File: config.mk
export PLATFORM = sky130hd
export DESIGN_NAME = rev_addsub
export DESIGN_NICKNAME = d
export VERILOG_FILES = /design/src/rtl/rvas_feynman.sv /design/src/rtl/rvas_hng.sv /design/src/rtl/rev_addsub.sv
export SDC_FILE = /design/constraint.sdc
export NUM_CORES = 1
export LEC_CHECK = 0
export BUFFER_PORTS_ARGS = -buffer_cell sky130_fd_sc_hd__buf_4
export CAP_MARGIN = 20
export CELL_PAD_IN_SITES_DETAIL_PLACEMENT = 1
export CELL_PAD_IN_SITES_GLOBAL_PLACEMENT = 2
export CORE_UTILIZATION = 20
export DETAILED_ROUTE_END_ITERATION = 8
export PLACE_DENSITY = 0.94
export SLEW_MARGIN = 20
export SYNTH_ARGS = -nofsm -noshare
export SYNTH_HDL_FRONTEND = slang
export SYNTH_SLANG_ARGS = --single-unit
File: constraint.sdc
create_clock -name vclk -period 6.7
set_clock_uncertainty 0.05 [all_clocks]
set_input_delay 1.34 -clock vclk [all_inputs]
set_output_delay 1.34 -clock vclk [all_outputs]
set_load 0.01 [all_outputs]
File: src/rtl/rvas_feynman.sv
module rvas_feynman (
  input  logic ctl_i,
  input  logic tgt_i,
  output logic ctl_o,
  output logic tgt_o
);
  assign ctl_o = ctl_i;
  assign tgt_o = ctl_i ^ tgt_i;
endmodule

File: src/rtl/rvas_hng.sv
module rvas_hng (
  input  logic a_i,
  input  logic b_i,
  input  logic c_i,
  input  logic d_i,
  output logic p_o,
  output logic q_o,
  output logic r_o,
  output logic s_o
);
  logic ab_x;
  assign ab_x = a_i ^ b_i;
  assign p_o  = a_i;
  assign q_o  = b_i;
  assign r_o  = ab_x ^ c_i;
  assign s_o  = (ab_x & c_i) ^ (a_i & b_i) ^ d_i;
endmodule

File: src/rtl/rev_addsub.sv
module rev_addsub #(
  parameter int WIDTH = 4
) (
  input  logic [WIDTH-1:0]   opa,
  input  logic [WIDTH-1:0]   opb,
  input  logic               sub_mode,
  output logic [WIDTH-1:0]   result,
  output logic               carry_out,
  output logic               ovf,
  output logic [3*WIDTH-1:0] garbage
);
  localparam int GPB = 3;

  logic [WIDTH:0]   chain_c;
  logic [WIDTH-1:0] b_adj;
  logic [WIDTH-1:0] mode_copy;
  logic [WIDTH-1:0] pass_a;
  logic [WIDTH-1:0] pass_b;

  assign chain_c[0] = sub_mode;

  for (genvar i = 0; i < WIDTH; i++) begin : g_bit
    rvas_feynman u_fg (
      .ctl_i (sub_mode),
      .tgt_i (opb[i]),
      .ctl_o (mode_copy[i]),
      .tgt_o (b_adj[i])
    );
    rvas_hng u_fa (
      .a_i (opa[i]),
      .b_i (b_adj[i]),
      .c_i (chain_c[i]),
      .d_i (1'b0),
      .p_o (pass_a[i]),
      .q_o (pass_b[i]),
      .r_o (result[i]),
      .s_o (chain_c[i+1])
    );
    assign garbage[GPB*i]   = pass_a[i];
    assign garbage[GPB*i+1] = pass_b[i];
    assign garbage[GPB*i+2] = mode_copy[i];
  end

  assign carry_out = chain_c[WIDTH];
  assign ovf       = chain_c[WIDTH-1] ^ chain_c[WIDTH];
endmodule

==> run_results.csv <==
group,metric,value,unit
route,ant_nets,0,
power_and_ir_drop,cellInternalPower,25.1,µW
floorplanning,chipHeight,40.1,µm
critical_path,critPathLaunch,"sub_mode",
power_and_ir_drop,power,45.4,µW
yosys,avgSynthCellArea,8.54,µm²
yosys,yosysMostFrequentCell,"buf_4",
floorplanning,initial_core_util,22.0,%
worst_hold_path,min-delay-start,"opa[2]",
critical_path,arrival,3.12,ns
power_and_ir_drop,clockPowerShare,0,%
floorplanning,rows,13,
power_and_ir_drop,pwr-share-comb,100.0,%
power_and_ir_drop,switchingPower,20.3,µW
yosys,synth_top_family_by_area,"buffers and inverters",
run,cap_violations,0,
global_routing,grt_pass1_wl,634,µm
cells_and_area,seq_cells,0,
floorplanning,core,1320,µm²
route,drt_iter0_markers,0,
timing,finalCriticalPeriod,4.51,ns
critical_path,crit_slowest_cell,"fa_1",
critical_path,path_max_fanout,11,
critical_path,crit_path_start_kind,"input port",
floorplanning,die_area,1610,µm²
power_and_ir_drop,vdd_drop_max,0.0400,mV
floorplanning,chipWidth,40.1,µm
worst_hold_path,hold_path_class,"in2out",
cells_and_area,num_antenna_cells,0,
clock_tree,postCtsHoldBufs,0,
placed_design,numPortBuffers,27,
run_status,status,"complete, no violations",
cells_and_area,regArea,0,µm²
global_routing,grt_max_degree,12,
yosys,syn_inst,34,
global_routing,track_usage,5.50,%
route,drc,0,
route,vias_per_cell,3.66,
yosys,synth_fa_ha_area_share,20.7,%
timing,rsz0062_at_grt,"no",
yosys,synthSimpleGateAreaFrac,0,%
timing,fin_crit_sh,67.4,%
yosys,synth-xor-area-share,24.1,%
route,vias,216,
cells_and_area,drive_above_1_share,61.4,%
yosys,synth_top_cells_by_area,"buf_4 41%, fa_1 21%, xor2_1 15%",
power_and_ir_drop,p_per_area,119,nW/µm²
timing,slew_headroom,84.0,%
yosys,yosysSeqAreaShare,0,%
cells_and_area,finalCoreUtilization,28.9,%
yosys,synthTopCellsByCount,"16 x buf_4, 5 x inv_1, 5 x xor2_1",
global_routing,grt_pass1_vias,188,
yosys,synth.largest_area_cell,"buf_4",
critical_path,end_kind,"output port",
critical_path,worst_path_largest_cell_delay,0.42,ns
placed_design,routabilityCongestion,0.592,
yosys,synth_compound_area_share,0,%
cells_and_area,area_growth,31.0,%
timing,fin_setup_tns,0,ns
power_and_ir_drop,switching_share,44.7,%
timing,slew_viol_final,0,
critical_path,crit_path_cell_trace,"buf_4, xnor2_1, fa_1, fa_1, inv_1, fa_1, buf_4",
timing,tightest_slew,0.239,ns
critical_path,critPathKind,"in2out",
power_and_ir_drop,p_seq_share,0,%
yosys,syn_nets,46,
yosys,synth_area,290,µm²
cells_and_area,clkbuf_count,0,
clock_tree,cts_post_setup_buffers_inserted,0,
clock_tree,cts_resized,0,
yosys,ys.warnings.count,0,
route,wl_per_cell,8.15,µm
critical_path,critical_path.most_common_cell,"fa_1",
timing,finalSetupViolCount,0,
global_routing,globalRouteOverflowTotal,0,
yosys,synthMuxAreaShare,3.45,%
power_and_ir_drop,power_leakage,0.000212,µW
timing,hold_violations,0,
cells_and_area,nets,58,
route,drtPass1Iterations,1,
floorplanning,ios,27,
critical_path,worst_ep_required_time,5.31,ns
yosys,synth_cell_types,7,
timing,fmax,222,MHz
yosys,yosys.area.top_type_share,41.4,%
route,routed_wl,481,µm
global_routing,antenna_found_initial,0,
[metal layers]
| metal | vias up | GRT usage, % | share of wire, % |
|---|---|---|---|
| met5 | - | 0 | 0 |
| met4 | 0 | 0 | 0 |
| met3 | 0 | 0 | 14 |
| met2 | 19 | 14.5 | 56 |
| met1 | 96 | 3.95 | 30 |
| li1 | 101 | - | - |
[power by group through the flow]
stage	logic [µW]	registers (µW)	clock network, µW
floorplan	34.9	0	0
global placement	45.7	0	0
detailed placement	46.6	0	0
CTS	46.7	0	0
global route	50.5	0	0
finish	45.4	0	0
[cell type report]
type,count,area [µm²]
multi-input cells,12,140
inverters,5,18.8
well taps,15,18.8
repair buffers,27,203
fillers,164,937
[cell families (layout without fill, tap and decap cells)]
kind of cell / after synthesis / in the layout
xor+xnor: 8 / 8
mux: 1 / 1
buf+inv: 22 / 32
fa+ha+maj: 3 / 3
[critical path, delay by kind of cell]
family | cells | cell delay (ns)
xor gates and xnor gates | 1 | 0.16
adders and majority gates | 3 | 1.23
buffers and inverters | 3 | 0.39
[path summary, 6_finish.rpt]
check / end / slack, ns / cells after the start
hold / removal: garbage[6] / 2.82 / 2
setup / recovery: result[3] / 2.19 / 7
[per-stage QoR]
step                setup WS, ns  instances  instance area, µm²  hold slack (ns)
floorplan                   2.30         34                 290             2.72
global placement            2.17         59                 380             2.82
detailed placement          2.16         59                 380             2.82
CTS                         2.16         59                 380             2.82
global route                2.09         59                 380             2.83
finish                      2.19         59                 380             2.82
[cell usage in the layout (no fill, tap or decap)]
cell	count
buf_4	27
fa_1	3
inv_1	5
mux2i_1	1
xnor2_1	3
xor2_1	5
Power figures use the tool's default switching activity.
